`src/rtl/lsbi_pkg.sv`:
```
`timescale 1ns/1ps
package lsbi_pkg;

    typedef enum logic [1:0] {
        MODE_REAL = 2'd0,
        MODE_V86  = 2'd1,
        MODE_PROT = 2'd2,
        MODE_LONG = 2'd3
    } cpu_mode_e;

    typedef enum logic {
        ST_EMPTY = 1'b0,
        ST_FULL  = 1'b1
    } slot_state_e;

endpackage

```
`src/rtl/lsbi_decode.sv`:
```
`timescale 1ns/1ps
module lsbi_decode
    import lsbi_pkg::*;
(
    input  cpu_mode_e mode,
    input  logic      wide,
    input  logic      vlen,
    output logic      use_wide,
    output logic      fault
);

    // Legality and operand size follow from mode and encoding bits.
    always_comb begin
        fault    = vlen;
        use_wide = 1'b0;
        unique case (mode)
            MODE_REAL: fault    = 1'b1;
            MODE_V86:  fault    = 1'b1;
            MODE_PROT: use_wide = 1'b0;
            MODE_LONG: use_wide = wide;
        endcase
    end

endmodule

```
`src/rtl/lsbi_core.sv`:
```
`timescale 1ns/1ps
module lsbi_core #(
    parameter int unsigned DATA_W = 64
) (
    input  logic [DATA_W-1:0] src,
    input  logic              use_wide,
    output logic [DATA_W-1:0] result,
    output logic              zf,
    output logic              sf,
    output logic              cf
);

    localparam int unsigned HALF_W = DATA_W / 2;
    localparam logic [DATA_W-1:0] ONE = {{(DATA_W-1){1'b0}}, 1'b1};

    logic [DATA_W-1:0] narrow_src;
    logic [DATA_W-1:0] active_src;
    logic [DATA_W-1:0] negated;

    assign narrow_src = {{(DATA_W-HALF_W){1'b0}}, src[HALF_W-1:0]};

    always_comb begin
        active_src = use_wide ? src : narrow_src;
        negated    = (~active_src) + ONE;
        result     = active_src & negated;
        zf         = ~|result;
        cf         = |active_src;
        sf         = use_wide ? result[DATA_W-1] : result[HALF_W-1];
    end

endmodule

```
`src/rtl/lsb_isolate_unit.sv`:
```
`timescale 1ns/1ps
module lsb_isolate_unit
    import lsbi_pkg::*;
#(
    parameter int unsigned DATA_W = 64
) (
    input  logic              clk,
    input  logic              rst_n,
    input  logic              in_valid,
    output logic              in_ready,
    input  logic [DATA_W-1:0] in_src,
    input  logic [1:0]        in_mode,
    input  logic              in_wide,
    input  logic              in_vlen,
    output logic              out_valid,
    input  logic              out_ready,
    output logic [DATA_W-1:0] out_result,
    output logic              out_zf,
    output logic              out_sf,
    output logic              out_cf,
    output logic              out_of,
    output logic              out_af,
    output logic              out_pf,
    output logic              out_fault
);

    localparam int unsigned HALF_W = DATA_W / 2;

    cpu_mode_e         mode_in;
    logic              use_wide;
    logic              op_fault;
    logic [DATA_W-1:0] core_result;
    logic              core_zf;
    logic              core_sf;
    logic              core_cf;
    logic              accept;
    slot_state_e       state_q;
    slot_state_e       state_d;

    assign mode_in = cpu_mode_e'(in_mode);

    lsbi_decode u_decode (
        .mode     (mode_in),
        .wide     (in_wide),
        .vlen     (in_vlen),
        .use_wide (use_wide),
        .fault    (op_fault)
    );

    lsbi_core #(.DATA_W(DATA_W)) u_core (
        .src      (in_src),
        .use_wide (use_wide),
        .result   (core_result),
        .zf       (core_zf),
        .sf       (core_sf),
        .cf       (core_cf)
    );

    // Handshake-facing outputs of the state machine.
    always_comb begin
        out_valid = (state_q == ST_FULL);
        in_ready  = (state_q == ST_EMPTY) || out_ready;
        accept    = in_valid && in_ready;
        out_of    = 1'b0;
        out_af    = 1'b0;
        out_pf    = 1'b0;
    end

    // Next state: load, drain, stall, reload.
    always_comb begin
        state_d = state_q;
        unique case (state_q)
            ST_EMPTY: if (accept) state_d = ST_FULL;
            ST_FULL:  if (out_ready && !in_valid) state_d = ST_EMPTY;
        endcase
    end

    // State register.
    always_ff @(posedge clk or negedge rst_n) begin
        if (!rst_n) state_q <= ST_EMPTY;
        else        state_q <= state_d;
    end

    // Output payload register: captured only on an accepted input.
    always_ff @(posedge clk or negedge rst_n) begin
        if (!rst_n) begin
            out_result <= '0;
            out_zf     <= 1'b0;
            out_sf     <= 1'b0;
            out_cf     <= 1'b0;
            out_fault  <= 1'b0;
        end else if (accept) begin
            if (op_fault) begin
                out_result <= '0;
                out_zf     <= 1'b0;
                out_sf     <= 1'b0;
                out_cf     <= 1'b0;
                out_fault  <= 1'b1;
            end else begin
                out_result <= core_result;
                out_zf     <= core_zf;
                out_sf     <= core_sf;
                out_cf     <= core_cf;
                out_fault  <= 1'b0;
            end
        end
    end

    // ---------------- assertions ----------------
    assert_onehot_R1: assert property (@(posedge clk) disable iff (!rst_n)
        out_valid |-> $onehot0(out_result));

    assert_zf_cf_R2: assert property (@(posedge clk) disable iff (!rst_n)
        (out_valid && !out_fault) |-> (out_zf != out_cf));

    assert_of_clear_R3: assert property (@(posedge clk) disable iff (!rst_n)
        out_valid |-> (!out_of && !out_af && !out_pf));

    assert_narrow_zero_R4: assert property (@(posedge clk) disable iff (!rst_n)
        (accept && (in_mode != 2'd3)) |=> (out_result[DATA_W-1:HALF_W] == '0));

    assert_vlen_fault_R5: assert property (@(posedge clk) disable iff (!rst_n)
        (accept && in_vlen) |=> (out_valid && out_fault));

    assert_mode_fault_R6: assert property (@(posedge clk) disable iff (!rst_n)
        (accept && (in_mode[1] == 1'b0)) |=> (out_valid && out_fault));

    assert_fault_clean_R7: assert property (@(posedge clk) disable iff (!rst_n)
        (out_valid && out_fault) |-> (out_result == '0 && !out_zf && !out_cf && !out_sf));

    assert_hold_R8: assert property (@(posedge clk) disable iff (!rst_n)
        (out_valid && !out_ready) |=> (out_valid && $stable(out_result) &&
                                       $stable(out_fault) && $stable({out_zf, out_sf, out_cf})));

    assert_ready_R9: assert property (@(posedge clk) disable iff (!rst_n)
        (out_valid && out_ready) |-> in_ready);

endmodule

```
`config.mk`:
```
export PLATFORM = sky130hd
export DESIGN_NAME = lsb_isolate_unit
export DESIGN_NICKNAME = d
export VERILOG_FILES = /design/src/rtl/lsbi_pkg.sv /design/src/rtl/lsbi_decode.sv /design/src/rtl/lsbi_core.sv /design/src/rtl/lsb_isolate_unit.sv
export SDC_FILE = /design/constraint.sdc
export NUM_CORES = 1
export LEC_CHECK = 0
export ABC_AREA = 1
export BUFFER_PORTS_ARGS = -buffer_cell sky130_fd_sc_hd__buf_2
export CORE_AREA = 2 2 122 124
export CTS_BUF_LIST = sky130_fd_sc_hd__clkbuf_8 sky130_fd_sc_hd__clkbuf_16
export DETAILED_ROUTE_END_ITERATION = 7
export DIE_AREA = 0 0 124 126
export HOLD_SLACK_MARGIN = 0.03
export SLEW_MARGIN = 20
export SYNTH_ARGS = -nofsm -noshare
export SYNTH_HDL_FRONTEND = slang
export SYNTH_SLANG_ARGS = --single-unit
```
`constraint.sdc`:
```
create_clock -name clk -period 3.5 [get_ports clk]
set_input_delay 0.35 -clock clk [delete_from_list [all_inputs] [get_ports clk]]
set_output_delay 0.35 -clock clk [all_outputs]
set_load 0.05 [all_outputs]
```
==> results by group, run 1 <==
Status
  • Status: finished, final reports clean

CTS
  • Clock Path Buffers: 2
  • CTS Hold Bufs: 0
  • TritonCTS buffer count: 9
  • TritonCTS clock tree: yes
  • Root buf cell: clkbuf_16
  • Reg clk slew, reported paths: 0.06 ns
  • Htree depth: 3
  • # Post-CTS Setup Buffers: 0
  • Clock Latency Late Sink: between 0.3 and 0.4 ns
  • Post-CTS Resized: 0
  • Sink Count: 69

Pwr
  • Sw frac: 0.265
  • Logic pwr share: 0.129
  • Leak Pwr: around 3.0 nW
  • Pwr dens: 387 nW/µm²
  • Internal Power: ~1.5 mW
  • NetSw: 0.546 mW
  • Flop pwr share: 0.391
  • Clk pwr share: 0.480
  • VDD IR max: around 220 µV

STA
  • Fin worst setup slack: 1.54 ns
  • Final hold violations: 0
  • Fin. max-slew vios: 0
  • Least-Margin Pin Slew: 0.879 ns
  • RSZ-0062 raised after global routing: no
  • Fmax: roughly 0.51 GHz
  • Tmin final: roughly 2 ns
  • Hold slack: 0.205 ns
  • Fin Clk Skew: between 0.008 and 0.009 ns
  • Final Setup Violations: 0
  • Final worst-path cycle share: 0.559
  • Max transition margin: 0.414
  • Post-Route Setup TNS: 0 ns

Drt
  • Initial drt markers: approximately 320
  • Wl on met1: 6240 µm
  • Met2 wire len: roughly 6200 µm
  • Drt total wl: about 14000 µm
  • DR WL met3: slightly above 1000 µm
  • Uppermost layer routed: met4
  • Via density: ~4.7
  • Wire per inst: between 10 and 15 µm
  • Vias: 4244
  • Routed Antenna Nets: 0
  • Remaining DRCs: 0
  • DR pass1 iterations: 5

Setup path
  • WS Path Type: register to register
  • Crit-path most repeated cell: nand2_2
  • Crit path capture type: register
  • CP Buf/Inv Count: 1
  • Slowest stage cell, crit path: nor3_4
  • Critical path arrival: approximately 2.2 ns
  • CP Max Fanout: 29
  • WP data required: between 3 and 4 ns
  • Crit-path max cell delay: ~0.60 ns
  • CP top delay family: simple AND/OR/NAND/NOR gates
  • CP Cell Sequence: nand2_2 > nand2_2 > nor3_4 > buf_4 > nand4_1 > nand2_1
  • Setup crit start kind: register

Yosys
  • Largest family of logic cells by synthesized area: simple AND/OR/NAND/NOR gates
  • EDFF count, synth: 0
  • Library cells used by synthesis: 30
  • Simple-Gate Fraction of Synth Area: 0.398
  • Post-synthesis mux area share: 0
  • Adder-cell share of the synthesized area: 0
  • FF+latch count, synth: ~70
  • Mapped Avg Cell Area: just over 7 µm²
  • Ys flop type: dfrtp_1
  • Synthesized area: roughly 4200 µm²
  • Synth warn: 0
  • Compound-Gate Fraction of Synth Area: 0.0959
  • Post-synthesis instance total: 587
  • Xor/xnor share of the synthesized area: 0
  • Post-synthesis async set-or-reset flop share: 1.00
  • Seq/Total Area, Yosys: 0.411

Floorplan
  • Row count: 44
  • DIE AREA: between 15000 and 20000 µm²
  • Core area: roughly 14000 µm²
  • # IOs: ~150
  • Initial Util: 0.293
  • Die span in y: around 130 µm
  • Die W: approximately 120 µm

Placed design
  • RePlAce Congestion: a little under 0.9
  • Port Buffers: ~140
  • Estimated wirelength of the detail-placed design: 10600 µm
  • Dpl ws: 1.41 ns

Global routing
  • Largest net degree at the start of global routing: 70
  • Vias in the first global route: 4154
  • Global-route wire length before repair: about 22000 µm
  • Total congestion overflow: 0
  • GRT Util Overall: 0.182
  • Initial antenna violation count: 0

Cells and area
  • Net count reported at finish: between 700 and 800
  • Commonest non-fill, non-tap cell in the layout: nand2_1
  • Antenna diodes: 0
  • Layout cells sized above 1: 0.269
  • Commonest non-fill, non-tap cells in the layout: nand2_1 (163), buf_2 (141), nor2_1 (98)
  • Area growth, synth to finish: 26.9%

Job
  • Max cap viols: 0

Min path
  • Min-Delay Path Class: input port to asynchronous set/reset pin
[area by class of cell]
| type | instances | area [µm²] |
|---|---|---|
| multi-input combinational | 438 | 2080 |
| tap | 184 | 230 |
| clock inverter | 6 | 86.3 |
| inverter | 60 | 225 |
| fill | 1576 | 8990 |
| timing repair buffer | 145 | 736 |
| sequential | 69 | 1730 |
| clock buffer | 10 | 239 |
[metrics by stage]
stage | utilization | std cells | power (mW) | area, µm²
6_report | 0.372 | 912 | 2.06 | 5330
2_1_floorplan | - | 589 | 0.981 | 4210
3_5_place_dp | 0.349 | 896 | 1.09 | 5000
5_1_grt | 0.372 | 912 | 2.16 | 5330
4_1_cts | 0.372 | 912 | 2.09 | 5330
3_3_place_gp | 0.349 | 896 | 1.09 | 5000
[metal layers]
metal,vias up,track usage
li1,2166,-
met1,1951,0.249
met2,114,0.280
met3,13,0.0521
met4,0,0.0509
met5,-,0
[worst reg2reg max path: stages (launching register included)]
cell and delay (ns):
dfrtp_1 0.38, nand2_2 0.09, nand2_2 0.09, nor3_4 0.60, buf_4 0.43, nand4_1 0.21, nand2_1 0.10
[sequential cells by signal, summed over array words and instances (netlist names)]
signal      cells
out_cf          1
out_zf          1
out_result     64
out_valid       1
out_sf          1
out_fault       1
[power by group through the flow]
stage	Sequential (mW)	Combinational, mW	Clock, mW
finish	0.807	0.266	0.991
global route	0.806	0.297	1.06
CTS	0.806	0.268	1.01
detailed placement	0.821	0.267	0
global placement	0.821	0.268	0
floorplan	0.840	0.141	0
[synth_stat cells, types with 3 or more instances]
| library cell | instances | area, µm² |
|---|---|---|
| nand2_1 | 163 | 612 |
| nor3_1 | 5 | 25.0 |
| buf_6 | 5 | 56.3 |
| a32o_1 | 11 | 110 |
| nand3_1 | 41 | 205 |
| buf_4 | 5 | 37.5 |
| nor2_2 | 10 | 62.6 |
| o21ai_0 | 31 | 155 |
| clkbuf_1 | 4 | 15.0 |
| nand4_1 | 27 | 169 |
| a21oi_1 | 19 | 95.1 |
| nor2_4 | 8 | 90.1 |
| nand2_2 | 7 | 43.8 |
| dfrtp_1 | 69 | 1730 |
| nor2_1 | 98 | 368 |
| buf_2 | 5 | 25.0 |
| inv_1 | 58 | 218 |
| nor3_2 | 3 | 30.0 |
[worst paths after layout]
path,from,end,slack (ns),depth (start not counted)
worst max-delay path,out_valid$_DFF_PN0_,out_result[48]$_DFFE_PN0P_,1.54,6
worst min register to register,out_result[25]$_DFFE_PN0P_,out_result[25]$_DFFE_PN0P_,0.47,2
worst min-delay path,rst_n,out_result[0]$_DFFE_PN0P_,0.21,2
max in group asynchronous,rst_n,out_zf$_DFFE_PN0P_,2.72,2
worst max register to register,out_valid$_DFF_PN0_,out_result[48]$_DFFE_PN0P_,1.54,6
min in group clk,in_valid,out_valid$_DFF_PN0_,0.23,3
[cells by family (layout without fill, tap and decap cells)]
family / count (synthesis) / after routing
simple gates: 369 / 369
buf+inv: 82 / 221
flops: 69 / 69
compound gates: 66 / 66
other cells: 1 / 3
Power figures use the tool's default switching activity.
==> run 2: changes to the inputs <==
==> constraint.sdc (replaced) <==
create_clock -name clk -period 1.8 [get_ports clk]
set_input_delay 0.18 -clock clk [delete_from_list [all_inputs] [get_ports clk]]
set_output_delay 0.18 -clock clk [all_outputs]
set_load 0.05 [all_outputs]
==> run 2 against run 1 <==
Effect of this change: sequential share of layout area shrank 0.77 points; first-iteration DRC count up 11%; clock power is 85% higher; clock-buffer cell count is 1 higher; combinational power rose by 110%; non-clock buffer count rose by 13; die area unchanged; cell count up 1.4%; register-to-register slack worse by 1.2 ns; global-route usage up 0.29 points; critical path type unchanged; largest power group unchanged; highest routed layer is now met5.
==> results by group, run 2 (synthesis results as in run 1) <==
CTS
  • Htree depth: 3 (unchanged)
  • TritonCTS buffer count: 9 (unchanged)
  • TritonCTS clock tree: yes
  • Post-CTS Resized: 0 (unchanged)
  • Clock Path Buffers: 2 (unchanged)
  • Reg clk slew, reported paths: 0.06 ns (about the same)
  • Root buf cell: clkbuf_16
  • Sink Count: 69 (unchanged)
  • Clock Latency Late Sink: 0.34 ns (about the same)

Global routing
  • Met1 Resource Use GR: 0.270 (+0.0208)
  • Initial antenna violation count: 1 (+1)
  • Largest net degree at the start of global routing: 53 (-24%)
  • Vias in the first global route: 4166 (+0.29%)
  • GR Util met3: 0.0444 (-0.00770)
  • Global-route wire length before repair: 22000 µm (+1.6%)
  • Global routing's busiest layer: met2
  • GRT Util Overall: 0.185 (+0.00293)
  • Total congestion overflow: 0 (unchanged)
  • Met2 usage: 0.273 (-0.00679)

Floorplan
  • Core area: 14300 µm² (unchanged)
  • Die span in y: 126 µm (unchanged)
  • Die W: 124 µm (unchanged)
  • Initial Util: 0.293 (unchanged)
  • DIE AREA: 15600 µm² (unchanged)
  • Row count: 44 (unchanged)
  • # IOs: 145 (unchanged)

Setup path
  • CP Cell Sequence: nand2_4 > nand2_2 > nor3_4 > buf_4 > nand4_1 > nand2_1 > inv_1 > nand2_1
  • Crit-path max cell delay: 0.40 ns (-0.20 ns)
  • CP Buf/Inv Count: 2 (+1)
  • Critical path arrival: 1.72 ns (-0.51 ns)
  • WP data required: 2.08 ns (-1.70 ns)
  • Crit-path most repeated cell: nand2_1
  • Crit path capture type: register
  • Slowest stage cell, crit path: dfrtp_1
  • CP top delay family: simple AND/OR/NAND/NOR gates
  • WS Path Type: register to register
  • CP Max Fanout: 28 (-3.4%)
  • Setup crit start kind: register

Cells and area
  • Antenna diodes: 0 (unchanged)
  • Commonest non-fill, non-tap cells in the layout: nand2_1 (163), buf_2 (141), nor2_1 (98)
  • Area growth, synth to finish: 29.9%
  • Number of flip-flops in the largest register: 64 (unchanged)
  • Non-Filler Instances: 925 (+1.4%)
  • Net count reported at finish: 808 (+1.6%)
  • Multi-input logic area: 2090 µm² (+0.24%)
  • Register Area: 1730 µm² (unchanged)
  • Commonest non-fill, non-tap cell in the layout: nand2_1
  • Layout cells sized above 1: 0.281 (+0.0115)
  • Fin util: 0.381 (+0.00900)
  • Biggest register: out_result
  • # fillers: 1551 (-1.6%)

Pwr
  • Internal Power: 2.87 mW (+89%)
  • Logic pwr share: 0.139 (+0.010)
  • NetSw: 1.08 mW (+97%)
  • Clk pwr share: 0.464 (-0.016)
  • Flop pwr share: 0.397 (+0.006)
  • Sw frac: 0.273 (+0.00827)
  • VDD IR max: 417 µV (+91%)
  • Leak Pwr: 3.03 nW (+2.4%)
  • Pwr dens: 723 nW/µm² (+87%)

Placed design
  • Dpl ws: 0.132 ns (-1.28 ns)
  • Port Buffers: 141 (unchanged)
  • Placed cell count: 908 (+1.3%)
  • RePlAce Congestion: 0.926 (+4.2%)
  • Estimated wirelength of the detail-placed design: 11300 µm (+6.3%)

Drt
  • Remaining DRCs: 0 (unchanged)
  • Wire per inst: 15.3 µm (+2.2%)
  • DR pass1 iterations: 5 (unchanged)
  • Initial drt markers: 359 (+11%)
  • Routed Antenna Nets: 0 (unchanged)
  • Via density: 4.74 (+1.8%)
  • Vias: 4382 (+3.3%)
  • Drt total wl: 14200 µm (+3.6%)

Min path
  • Min-Delay Path Class: input port to register

Status
  • Status: finished, final reports clean

Job
  • Max cap viols: 0 (unchanged)

STA
  • Final hold violations: 0 (unchanged)
  • Fmax: 0.690 GHz (+35%)
  • Final worst-path cycle share: 0.805 (+0.246)
  • Post-Route Setup TNS: 0 ns (unchanged)
  • Final Setup Violations: 0 (unchanged)
  • Fin Clk Skew: 0.00879 ns (+0.000377 ns)
  • Tmin final: 1.45 ns (-0.508 ns)
  • RSZ-0062 raised after global routing: no
  • Fin worst setup slack: 0.351 ns (-1.19 ns)
  • Fin. max-slew vios: 0 (unchanged)
## run 2: metal layers
layer,vias to the layer above,part of all wire
met4,2,0.017
met3,23,0.072
met1,2008,0.48
li1,2197,-
met5,-,0.00092
met2,152,0.44
## run 2: path summary, 6_finish.rpt
kind	depth (start not counted)	slack, ns	endpoint	from
worst max-delay path	8	0.35	out_sf$_DFFE_PN0P_	out_valid$_DFF_PN0_
worst min-delay path	3	0.08	out_valid$_DFF_PN0_	in_valid
worst max register to register	8	0.35	out_sf$_DFFE_PN0P_	out_valid$_DFF_PN0_
worst min register to register	2	0.47	out_result[32]$_DFFE_PN0P_	out_result[32]$_DFFE_PN0P_
max in group asynchronous	3	1.13	out_result[28]$_DFFE_PN0P_	rst_n
min in group asynchronous	3	0.39	out_result[29]$_DFFE_PN0P_	rst_n
## run 2: timing repair
action / CTS / global route
setup buffers: 0 / 0
setup endpoints to repair: 0 / 0
hold buffers: 1 / 0
hold endpoints to repair: 69 / 0
## run 2: final cells by class
type	instances	share of cell area
timing repair buffer	158	0.160
sequential	69	0.316
inverter	60	0.0413
clock inverter	5	0.0108
multi-input combinational	438	0.383
clock buffer	11	0.0463
tap	184	0.0422
## run 2: worst reg2reg max path, cell delays in order, from the launching register on
cell	delay [ns]
dfrtp_1	0.40
nand2_4	0.08
nand2_2	0.10
nor3_4	0.17
buf_4	0.33
nand4_1	0.15
nand2_1	0.08
inv_1	0.04
nand2_1	0.05
## run 2: stage by stage
stage          hold slack (ns)  cell area (µm²)  power [mW]
2_1_floorplan           -0.116             4210        1.91
3_3_place_gp             0.196             5130        2.14
3_5_place_dp             0.198             5130        2.14
4_1_cts                 0.0689             5460        3.97
5_1_grt                 0.0739             5460        4.12
6_report                0.0758             5460        3.95
## run 2: power groups by stage
stage / Clock [mW] / Sequential (mW) / Combinational (mW)
global placement: 0 / 1.60 / 0.545
detailed placement: 0 / 1.60 / 0.544
global route: 1.95 / 1.57 / 0.605
CTS: 1.86 / 1.57 / 0.548
floorplan: 0 / 1.63 / 0.274
finish: 1.83 / 1.57 / 0.547
